--- config.mk ---
export PLATFORM = sky130hd
export DESIGN_NAME = postcode_capture
export DESIGN_NICKNAME = d
export VERILOG_FILES = /design/src/rtl/pcap_pkg.sv /design/src/rtl/pcap_stamp.sv /design/src/rtl/pcap_fifo.sv /design/src/rtl/postcode_capture.sv
export SDC_FILE = /design/constraint.sdc
export NUM_CORES = 1
export LEC_CHECK = 0
export ABC_CLOCK_PERIOD_IN_PS = 7310
export CAP_MARGIN = 0
export CORE_AREA = 2 2 277 279
export DETAILED_ROUTE_END_ITERATION = 16
export DIE_AREA = 0 0 279 281
export PLACE_DENSITY = 0.45
export SYNTH_ARGS = -nofsm -noshare
export SYNTH_HDL_FRONTEND = slang
export SYNTH_SLANG_ARGS = --single-unit
--- constraint.sdc ---
create_clock -name clk -period 7.31 [get_ports clk]
set_clock_uncertainty 0.05 [all_clocks]
set_input_delay 1.462 -clock clk [delete_from_list [all_inputs] [get_ports clk]]
set_output_delay 1.462 -clock clk [all_outputs]
set_load 0.01 [all_outputs]
--- src/rtl/pcap_pkg.sv ---
// Shared types for the POST code capture block.
// Assumes the configuration word layout shown in the field positions below.
package pcap_pkg;
    localparam int CFG_W        = 10;
    localparam int CFG_FLUSH    = 0;
    localparam int CFG_TSCLR    = 1;
    localparam int CFG_SEL_LO   = 2;
    localparam int CFG_TMR_EN   = 4;
    localparam int CFG_ACTIVE   = 5;
    localparam int CFG_THR_LO   = 6;
    localparam int THR_W        = 4;

    // Stored (non-command) part of the configuration word.
    typedef struct packed {
        logic [THR_W-1:0] thr;
        logic             active;
        logic             tmr_en;
        logic [1:0]       tb_sel;
    } pcap_cfg_t;
endpackage

--- src/rtl/pcap_stamp.sv ---
// Timestamp generator: prescaler divides clk by TB_DIV << sel, and each
// prescaler wrap advances a STAMP_W-bit counter that wraps on overflow.
// Assumes clr is a one-cycle pulse; clr takes priority over counting.
module pcap_stamp #(
    parameter int TB_DIV  = 64,
    parameter int STAMP_W = 24
) (
    input  logic               clk,
    input  logic               rst_n,
    input  logic               clr,
    input  logic               en,
    input  logic [1:0]         sel,
    output logic [STAMP_W-1:0] stamp
);
    localparam int PRE_W = $clog2(TB_DIV * 8) + 1;

    logic [PRE_W-1:0] pre;
    logic [PRE_W-1:0] limit;

    // Terminal prescaler count for the selected timebase.
    always_comb limit = PRE_W'(TB_DIV << sel) - PRE_W'(1);

    // Prescaler and timestamp counter.
    always_ff @(posedge clk) begin
        if (!rst_n || clr) begin
            pre   <= '0;
            stamp <= '0;
        end else if (en) begin
            if (pre >= limit) begin
                pre   <= '0;
                stamp <= stamp + STAMP_W'(1);
            end else begin
                pre <= pre + PRE_W'(1);
            end
        end
    end
endmodule

--- src/rtl/pcap_fifo.sv ---
// Synchronous FIFO with show-ahead read, drop-on-full and a sticky overrun
// flag. Assumes DEPTH is a power of two. A flush wins over push and pop.
module pcap_fifo #(
    parameter int DEPTH = 16,
    parameter int WIDTH = 32
) (
    input  logic                       clk,
    input  logic                       rst_n,
    input  logic                       flush,
    input  logic                       push_req,
    input  logic [WIDTH-1:0]           wdata,
    input  logic                       pop_req,
    output logic [WIDTH-1:0]           rdata,
    output logic                       empty,
    output logic [$clog2(DEPTH):0]     count,
    output logic                       ovf
);
    localparam int AW = $clog2(DEPTH);

    logic [WIDTH-1:0] mem [DEPTH];
    logic [AW:0]      wp;
    logic [AW:0]      rp;
    logic             full;
    logic             push;
    logic             pop;

    // Occupancy and the qualified push/pop strobes.
    always_comb begin
        count = wp - rp;
        empty = (wp == rp);
        full  = (count == (AW+1)'(DEPTH));
        push  = push_req && !full && !flush;
        pop   = pop_req && !empty && !flush;
        rdata = empty ? '0 : mem[rp[AW-1:0]];
    end

    // Pointers and sticky overrun flag.
    always_ff @(posedge clk) begin
        if (!rst_n || flush) begin
            wp  <= '0;
            rp  <= '0;
            ovf <= 1'b0;
        end else begin
            if (push)             wp  <= wp + (AW+1)'(1);
            if (pop)              rp  <= rp + (AW+1)'(1);
            if (push_req && full) ovf <= 1'b1;
        end
    end

    // Entry storage, one register per slot.
    for (genvar i = 0; i < DEPTH; i++) begin : g_slot
        always_ff @(posedge clk) begin
            if (push && wp[AW-1:0] == AW'(i)) mem[i] <= wdata;
        end
    end
endmodule

--- src/rtl/postcode_capture.sv ---
// POST code capture: decodes one host I/O port, stamps each accepted byte
// and queues it for the controller CPU. Assumes single-cycle strobes on
// host_wr, cfg_we and cap_rd, all synchronous to clk.
module postcode_capture
    import pcap_pkg::*;
#(
    parameter int          ADDR_W    = 16,
    parameter logic [15:0] BASE_ADDR = 16'h0080,
    parameter int          DEPTH     = 16,
    parameter int          STAMP_W   = 24,
    parameter int          TB_DIV    = 64,
    parameter int          THR_MAX   = 14
) (
    input  logic                 clk,
    input  logic                 rst_n,
    input  logic                 host_wr,
    input  logic [ADDR_W-1:0]    host_addr,
    input  logic [7:0]           host_data,
    input  logic                 cfg_we,
    input  logic [CFG_W-1:0]     cfg_wdata,
    input  logic                 cap_rd,
    output logic [STAMP_W+7:0]   cap_rdata,
    output logic                 fifo_nempty,
    output logic                 overrun,
    output logic                 irq
);
    localparam int CNT_W = $clog2(DEPTH) + 1;
    localparam int ENT_W = STAMP_W + 8;

    pcap_cfg_t          cfg;
    logic               flush;
    logic               ts_clr;
    logic               accept;
    logic [STAMP_W-1:0] stamp;
    logic [ENT_W-1:0]   entry;
    logic               empty;
    logic [CNT_W-1:0]   fill;
    logic [THR_W-1:0]   thr_eff;

    // Stored configuration fields.
    always_ff @(posedge clk) begin
        if (!rst_n) cfg <= '0;
        else if (cfg_we) cfg <= cfg_wdata[CFG_W-1:CFG_SEL_LO];
    end

    // Command pulses, port decode and the entry being pushed.
    always_comb begin
        flush   = cfg_we && cfg_wdata[CFG_FLUSH];
        ts_clr  = cfg_we && cfg_wdata[CFG_TSCLR];
        accept  = host_wr && (host_addr == ADDR_W'(BASE_ADDR)) && cfg.active;
        entry   = {cfg.tmr_en ? stamp : '0, host_data};
        thr_eff = (cfg.thr > THR_W'(THR_MAX)) ? THR_W'(THR_MAX) : cfg.thr;
    end

    pcap_stamp #(.TB_DIV(TB_DIV), .STAMP_W(STAMP_W)) u_stamp (
        .clk   (clk),
        .rst_n (rst_n),
        .clr   (ts_clr),
        .en    (cfg.tmr_en),
        .sel   (cfg.tb_sel),
        .stamp (stamp)
    );

    pcap_fifo #(.DEPTH(DEPTH), .WIDTH(ENT_W)) u_fifo (
        .clk      (clk),
        .rst_n    (rst_n),
        .flush    (flush),
        .push_req (accept),
        .wdata    (entry),
        .pop_req  (cap_rd),
        .rdata    (cap_rdata),
        .empty    (empty),
        .count    (fill),
        .ovf      (overrun)
    );

    // Status and threshold interrupt.
    always_comb begin
        fifo_nempty = !empty;
        irq = (thr_eff != '0) && (fill >= CNT_W'(thr_eff));
    end
endmodule

# Word-level counts from Yosys, hierarchy flattened

Memories as Yosys holds them, arrays and structs flattened. A register that Yosys moved wholly into a read port is not among the register bits.
Index checks and enable logic that the tools add are counted.
W data, S select, Z words.

Equality and inequality tests: 18
Mux-type cells: 83
$add $sub $neg: 6
Shifts and indexed selects: 1
Reduce and logical (&&, ||, !) cells: 50
$lt $le $gt $ge: 3

Operators by type and width:

| kind                    | number |
|---|---|
| $mux W32                | 16 |
| $reduce_or A32 Y1       | 15 |
| $mux W4                 | 18 |
| $mux W1                 | 47 |
| $eq A4 B4 Y1 const B    | 8 |
| $logic_and A1 B1 Y1     | 26 |
| $add A24 B1 Y24 const B | 1 |
| $mux W24                | 1 |
| $eq A16 B8 Y1 const B   | 1 |
| $eq A4 B3 Y1 const B    | 4 |
| $add A10 B1 Y10 const B | 1 |
| $add A5 B1 Y5 const B   | 2 |
| $ge A10 B10 Y1          | 1 |
| $mux W10                | 1 |
| $shl A7 B2 Y10 const A  | 1 |
| $sub A10 B2 Y10 const B | 1 |
| $eq A4 B2 Y1 const B    | 2 |
| $eq A5 B5 Y1            | 1 |
| $eq A5 B5 Y1 const B    | 1 |
| $ge A5 B4 Y1            | 1 |
| $sub A5 B5 Y5           | 1 |
| $eq A4 B1 Y1 const B    | 1 |
| $gt A4 B4 Y1 const B    | 1 |
| $logic_not A1 Y1        | 4 |
| 4 further kinds         | 5 |

Bits of input ports: 39
Memories kept: 1
Flip-flop bits (word level): 53
Memory bits (writable): 512
Output and inout bits: 35

Memory list:

| name       | words | bits a word | rd ports | clocked after Yosys merged registers in | wr ports | line            | text |
|---|---|---|---|---|---|---|---|
| u_fifo.mem | 16    | 32          | 1        | 1                                       | 1        | pcap_fifo.sv:20 | `logic [WIDTH-1:0] mem [DEPTH];` |

# Logic depth before layout (Yosys ltp)

Gate-level depths: netlist of the first run.

Depth in word-level cells: 24
Gate-level depth with buffers: 10
Depth with buffers taken out: 10

# Modules after synthesis

A second synthesis of the first run with hierarchy kept.

Cells, all modules: 1166
Area total of the unflattened synthesis: 22983.3 µm²

Modules (own cells, without submodules):

| module           | sequential area each (µm²) | cells an instance | area an instance (µm²) | instances |
|---|---|---|---|---|
| pcap_fifo        | 15675.0                    | 858               | 20325.7                | 1 |
| pcap_stamp       | 680.7                      | 231               | 2018.2                 | 1 |
| postcode_capture | 160.2                      | 77                | 639.4                  | 1 |

# Worst setup path after synthesis of the first run

No wires, ideal clock.

Path type: input -> register
Start point: input host_addr[13]
End point: memory u_fifo.mem[7][0], enable pin
Stages: 4
Required time: 6.747 ns
Arrival time: 6.013 ns
Path slack: 0.734 ns
Path through: or4_4 -> nor3_1 -> nand2_1 -> nor4b_1

Longest elaborated chain between the ends: 24
Elaborated cells on any way between the ends: 98
Classes of those cells: eq/ne: 1; mux: 62; reduce/logical: 35

Ends and longest elaborated chain:

| what                                                               | line                   | text |
|---|---|---|
| start: declaration                                                 | postcode_capture.sv:17 | `input logic [ADDR_W-1:0] host_addr,` |
| $eq A16 B8 Y1 (*)                                                  | postcode_capture.sv:50 | `accept = host_wr && (host_addr == ADDR_W'(BASE_ADDR)) && cfg.active;` |
| $logic_and A1 B1 Y1 (*) (2 in series)                              | postcode_capture.sv:50 |  |
| $logic_and A1 B1 Y1 (*) (2 in series)                              | pcap_fifo.sv:32        | `push = push_req && !full && !flush;` |
| $logic_and A1 B1 Y1                                                | pcap_fifo.sv:53        | `if (push && wp[AW-1:0] == AW'(i)) mem[i] <= wdata;` |
| $mux W1                                                            | pcap_fifo.sv:53        |  |
| $mux W1 (implied by the code)                                      | pcap_fifo.sv:53        |  |
| $reduce_or A32 Y1 (no line)                                        | --                     |  |
| $mux W4 (no line) / $mux W1 (equally long branches) (15 in series) | --                     |  |
| end: declaration                                                   | pcap_fifo.sv:20        |  |

Mark *: on every way between the ends. The rest lies on a longest branch, timed or not.

==> out/metrics.cfg, run 1 <==
[yosys]
seq_area_frac_synth_pct=73.5
syn-num-nets=1174
ys_ff_latch=569
syn-cell-area_um2=22500
syn_avg_cell_area_um2=20.1
synth_warnings=0
syn_inst=1115
synth.distinct_cells=43

[placed_design]
placed_cells=2137
placed_cell_area_um2=24500
io_buffers=73
gp_congestion=0.728
hpwl_mm=31.6

[sta]
tightest_slew_ps=1270
rsz0062_at_grt=no
setup_viol=0
fin_crit_sh_pct=73.4
worst_hold_slack_ps=421
relSlewSlack_pct=14.9
setup_tns_ps=0
period_needed_ps=5360
drv_slew=0
fmax_mhz=186
hold_violations=0

[worst_setup_path]
critPathCaptureType=output pin
r2r_end=u_fifo.mem[1][17]
start_kind=flop
critPathRequiredTime_ps=5800
arrival_ps=3850
worstSetupPathType=reg -> out
reg2regPathDepth=10
r2r_start=u_fifo.wp[0]
r2r_slack_ps=3410
crit_fanout=65

[job]
drv_cap=0

[floorplan]
dieWidth_um=279
fp.coreArea_um2=75400
ios=74
start_util_pct=29.8
num_rows=101
dieArea_um2=78400
die_y_um=281

[route]
drt_iter0_drc=689
highest_layer=met4
routed_wl_mm=53.4
antenna_left=0
met3_length_mm=2.00
num_vias=10900
avgRoutedWirePerCell_um=23.7
vias_per_cell=4.83
drc=0
first_pass_iters=5
wl_met2_mm=25.5
drt-met1-wl_mm=24.7

[clock_network]
ctsResizeCount=0
cts.sinks=569
insertion_delay_ps=610
cts_made_buffers=61
cts.path.max_buffers=3
cts_tree=done
post_cts_buffers=0
cts_root_buffer=clkbuf_16
cts.htree.levels=2
ctsHoldBuffers=0
path_clk_slew_ps=60

[power]
p_leak_nw=8.68
vdd_ir_drop_max_v=0.000178
powerDensity_nw_per_um2=245

[grt]
grt_max_degree=66
grt_overflow_total=0
grt_pass1_wl_mm=80.1
grt_use_total_pct=13.9
grt_pass1_vias=11600
antenna_found_initial=1

[worst_hold_path]
hp-start=u_fifo.ovf
whs_path_depth=2
min_to=u_fifo.ovf
hold_path_class=reg -> reg

[layout]
final_nets=1281
stdcell_count=2251
final_cell_mix=edfxtp_1, mux4_2, clkdlybuf4s50_1
mostFrequentLayoutCell=edfxtp_1
design_area_um2=26400
drive_gt1_share_pct=23.4
area_growth_syn_to_layout_pct=17.5

[run_status]
status=completed

[critical path, stage by stage, from the launching register on]
cell and delay, ps:
dfxtp_4 810, buf_12 480, mux4_2 650, mux4_2 520, and2_1 180, clkdlybuf4s50_1 480
[layout make-up]
type	count	area, µm²
diodes	1	2.50
clock inverters	44	295
fillers	7016	49100
multi-input cells	478	5780
clock buffers	69	1560
repair buffers	98	956
flip-flops and latches	569	16500
well taps	978	1220
inverters	14	52.6
[metal layers]
layer / up-vias / global-route usage (%)
met5: - / 0
met4: 0 / 4.03
met3: 70 / 2.02
met2: 199 / 22.6
met1: 5858 / 19.5
li1: 4752 / -
[cells in the mapped netlist, drive strengths merged]
master  count  share of area, %
edfxtp    512                68
mux4      160                16
dfxtp      57               5.1
and2       56               1.6
nor2       50              0.84
clkbuf     36              0.60
xor2       32               1.2
nand3      28              0.62
ha         19               1.1
buf        18              0.40
nand2      18              0.30
nor2b      17              0.47
nand4      16              0.45
inv        14              0.23
a21oi      11              0.25
mux2i      11              0.49
nor3        8              0.18
and3        7              0.19
xnor2       7              0.27
nor4        5              0.14
o21ai       5              0.11
and4        3              0.12
or4         3              0.12
a21o        2             0.067
nand2b      2             0.056
nor3b       2             0.067
nor4b       2             0.078
o31ai       2             0.067
or2         2             0.056
a211oi      1             0.033
a21boi      1             0.033
a41oi       1             0.039
conb        1             0.017
fa          1             0.089
o211a       1             0.045
o211ai      1             0.033
o31a        1             0.039
or3         1             0.028
or3b        1             0.039
[where the power goes]
group / internal (W) / switching [W]
logic: 0.0000278 / 0.0000318
registers: 0.00350 / 0.00000254
clock network: 0.00163 / 0.00128
[flip-flops by register name, summed over array words and instances (netlist names), named ones only]
register,flops
u_stamp.pre,10
u_fifo.wp,5
u_fifo.rp,5
u_stamp.stamp,24
u_fifo.ovf,1
cfg,8
u_fifo.mem,512
[worst max-delay path by stage]
| stage | end | slack (ps) | cells past startpoint |
|---|---|---|---|
| after global placement | u_fifo.mem[0][12] | 2000 | 5 |
| after detailed placement | u_fifo.mem[0][11] | 1980 | 5 |
| after global routing | cap_rdata[12] | 1650 | 5 |
| after CTS | cap_rdata[12] | 1710 | 5 |
| final | cap_rdata[12] | 1950 | 5 |
| after floorplan | u_fifo.mem[7][0] | 730 | 4 |
[per-stage QoR]
step / worst slack [ps] / util (%) / power (W)
after detailed placement: 1980 / 32.5 / 0.00364
after global placement: 2000 / 32.5 / 0.00364
after CTS: 1710 / 35.0 / 0.00656
after global routing: 1650 / 35.0 / 0.00669
after floorplan: 734 / - / 0.00360
final: 1950 / 35.0 / 0.00647
[kinds of logic (layout without fill, tap and decap cells)]
logic type / Yosys count / in the layout / share of synthesized area [%]
flip-flops: 569 / 569 / 73.5
AND/OR/NAND/NOR: 221 / 221 / 5.31
multiplexers: 171 / 171 / 16.5
buffers and inverters: 68 / 225 / 1.23
XOR/XNOR: 39 / 39 / 1.52
AO/OA/AOI/OAI: 26 / 26 / 0.713
adder cells (fa/ha/maj): 20 / 20 / 1.15
other: 1 / 2 / 0.0167
No activity file was read; power rests on OpenSTA's default activity.
==> run 2: changes to the inputs <==
--- a/config.mk
+++ b/config.mk
@@ -5,12 +5,12 @@
 export SDC_FILE = /design/constraint.sdc
 export NUM_CORES = 1
 export LEC_CHECK = 0
-export ABC_CLOCK_PERIOD_IN_PS = 7310
+export ABC_CLOCK_PERIOD_IN_PS = 4700
 export CAP_MARGIN = 0
 export CORE_AREA = 2 2 277 279
 export DETAILED_ROUTE_END_ITERATION = 16
 export DIE_AREA = 0 0 279 281
-export PLACE_DENSITY = 0.45
+export PLACE_DENSITY = 0.46
 export SYNTH_ARGS = -nofsm -noshare
 export SYNTH_HDL_FRONTEND = slang
 export SYNTH_SLANG_ARGS = --single-unit
==> constraint.sdc (replaced) <==
create_clock -name clk -period 4.7 [get_ports clk]
set_clock_uncertainty 0.05 [all_clocks]
set_input_delay 0.94 -clock clk [delete_from_list [all_inputs] [get_ports clk]]
set_output_delay 0.94 -clock clk [all_outputs]
set_load 0.01 [all_outputs]
==> out/metrics.cfg, run 2 (synthesis results as in run 1) <==
[worst_setup_path]
arrival_ps=3320  ; -530 ps
r2r_end=u_fifo.mem[4][14]
crit_family=simple AND/OR/NAND/NOR gates
reg2regPathDepth=11  ; +1
r2r_start=u_fifo.wp[0]
critPathRequiredTime_ps=3710  ; -2090 ps
worstSetupPathType=reg -> out
crit_end=cap_rdata[24]
max_stage_delay_ps=770  ; -40 ps
critPathCaptureType=output pin
worst-path-stages=5  ; unchanged
crit_fanout=16  ; -75%
slowest_stage=dfxtp_1
cp-startpoint=u_fifo.wp[3]
start_kind=flop
r2r_slack_ps=1260  ; -2150 ps
critPathBufInv=1  ; -1
crit_path_cell_trace=ha_1 -> nand4_1 -> or2_2 -> and2_1 -> clkdlybuf4s50_1

[floorplan]
dieArea_um2=78400  ; unchanged
die_y_um=281  ; unchanged
fp.coreArea_um2=75400  ; unchanged
dieWidth_um=279  ; unchanged
num_rows=101  ; unchanged
start_util_pct=29.8  ; unchanged
ios=74  ; unchanged

[clock_network]
cts_root_buffer=clkbuf_16
cts.sinks=569  ; unchanged
cts.htree.levels=2  ; unchanged
cts.path.max_buffers=3  ; unchanged
insertion_delay_ps=610  ; about the same
cts_tree=done
post_cts_buffers=0  ; unchanged
cts_made_buffers=59  ; -3.3%
ctsHoldBuffers=0  ; unchanged
ctsResizeCount=0  ; unchanged
path_clk_slew_ps=60  ; about the same

[route]
antenna_left=0  ; unchanged
drc=0  ; unchanged
routed_wl_mm=53.6  ; +0.39%
avgRoutedWirePerCell_um=23.8  ; +0.12%
vias_per_cell=4.82  ; -0.27%
first_pass_iters=5  ; unchanged
num_vias=10900  ; unchanged
drt_iter0_drc=677  ; -1.7%

[placed_design]
gp_congestion=0.692  ; -4.9%
io_buffers=73  ; unchanged
placed_cells=2146  ; +0.42%
dp_slack_ps=948  ; -1030 ps
hpwl_mm=28.2  ; -11%

[sta]
period_needed_ps=4310
tightest_slew_ps=912  ; -362 ps
relSlewSlack_pct=39.0  ; +24 points
hold_violations=0  ; unchanged
worst_hold_slack_ps=428  ; +6.70 ps
drv_slew=0  ; unchanged
fin_crit_sh_pct=91.8
setup_viol=0  ; unchanged
setup_ws_ps=388  ; -1560 ps
rsz0062_at_grt=no
setup_tns_ps=0  ; unchanged
fmax_mhz=232

[layout]
area_growth_syn_to_layout_pct=18.7
largest_reg_flops=512  ; unchanged
regMostFlops=u_fifo.mem
mostFrequentLayoutCell=edfxtp_1
final_cell_mix=edfxtp_1, mux4_2, clkdlybuf4s50_1
stdcell_count=2257  ; +0.27%
drive_gt1_share_pct=23.4  ; -0.050 points
antenna_cells=0  ; -1
reg_top3=u_fifo.mem x512, u_stamp.stamp x24, u_stamp.pre x10
final_nets=1288  ; +0.55%

[power]
comb_power_share_pct=0.9  ; about the same
p_sw_w=0.00198  ; +51%
vdd_ir_drop_max_v=0.000247  ; +39%
p_sw_share_pct=19.9  ; -0.40 points
powerDensity_nw_per_um2=374  ; +53%
pwr-share-clk_pct=44.3  ; -0.5 points
total_power_w=0.00997  ; +54%
p_leak_nw=8.75  ; +0.78%
p_int_w=0.00799  ; +55%
p_seq_share_pct=54.7  ; +0.5 points

[worst_hold_path]
hp-start=u_fifo.ovf
hold_path_class=reg -> reg

[grt]
grt_max_degree=77  ; +17%
grt_pass1_vias=11600  ; -0.13%
antenna_found_initial=2  ; +1
grt_overflow_total=0  ; unchanged
grt_use_total_pct=13.9  ; -0.050 points
grt_pass1_wl_mm=78.9  ; -1.5%

[run_status]
status=completed

[job]
drv_cap=0  ; unchanged

run 2: changes by cell type in the layout (fill, tap and decap cells not counted), moves of 3 or more:
cell / change
clkinv_2: -9
buf_4: -7
nor3_4: +4
nor3_2: -4
clkbuf_1: +3
buf_12: +16
clkinv_1: +3
run 2: tightest hold or removal path: cells and delay by family (launching register included):
kind	cells	cell delay [ps]
DFF	1	330
AOI/OAI and AO/OA	1	40
and+or+nand+nor	1	70
run 2: layer usage:
metal	vias up	wire length [µm]	GRT usage [%]	part of all wire (%)
met4	0	1130	3.72	2.1
met5	-	0	0	0
met1	5828	23300	18.0	43
li1	4764	-	-	-
met2	210	27000	23.9	50
met3	77	2240	2.52	4.2
run 2: per-stage QoR:
step / util [%] / cell area (µm²)
floorplan: - / 22500
global placement: 32.9 / 24800
detailed placement: 32.9 / 24800
CTS: 35.3 / 26700
global route: 35.3 / 26700
finish: 35.3 / 26700
run 2: power by group through the flow:
stage	registers, W	clock network [W]	logic, W
CTS	0.00545	0.00457	0.0000942
floorplan	0.00556	0	0.0000314
finish	0.00545	0.00442	0.0000913
global placement	0.00556	0	0.0000921
detailed placement	0.00556	0	0.0000942
global route	0.00545	0.00475	0.000101
run 2: how the worst min path moves through the flow:
stage,end,slack (ps),cells past startpoint
6_report,u_fifo.ovf,430,2
5_1_grt,u_fifo.ovf,490,2
4_1_cts,u_fifo.ovf,440,2
3_5_place_dp,u_fifo.ovf,420,2
3_3_place_gp,u_stamp.stamp[1],430,2
2_1_floorplan,u_stamp.stamp[1],410,2
run 2: area by class of cell:
class / count / area [µm²]
fill: 6938 / 48800
tap: 978 / 1220
multi-input combinational: 478 / 5820
sequential: 569 / 16500
timing repair buffer: 107 / 1220
inverter: 14 / 52.6
clock inverter: 39 / 273
clock buffer: 72 / 1550
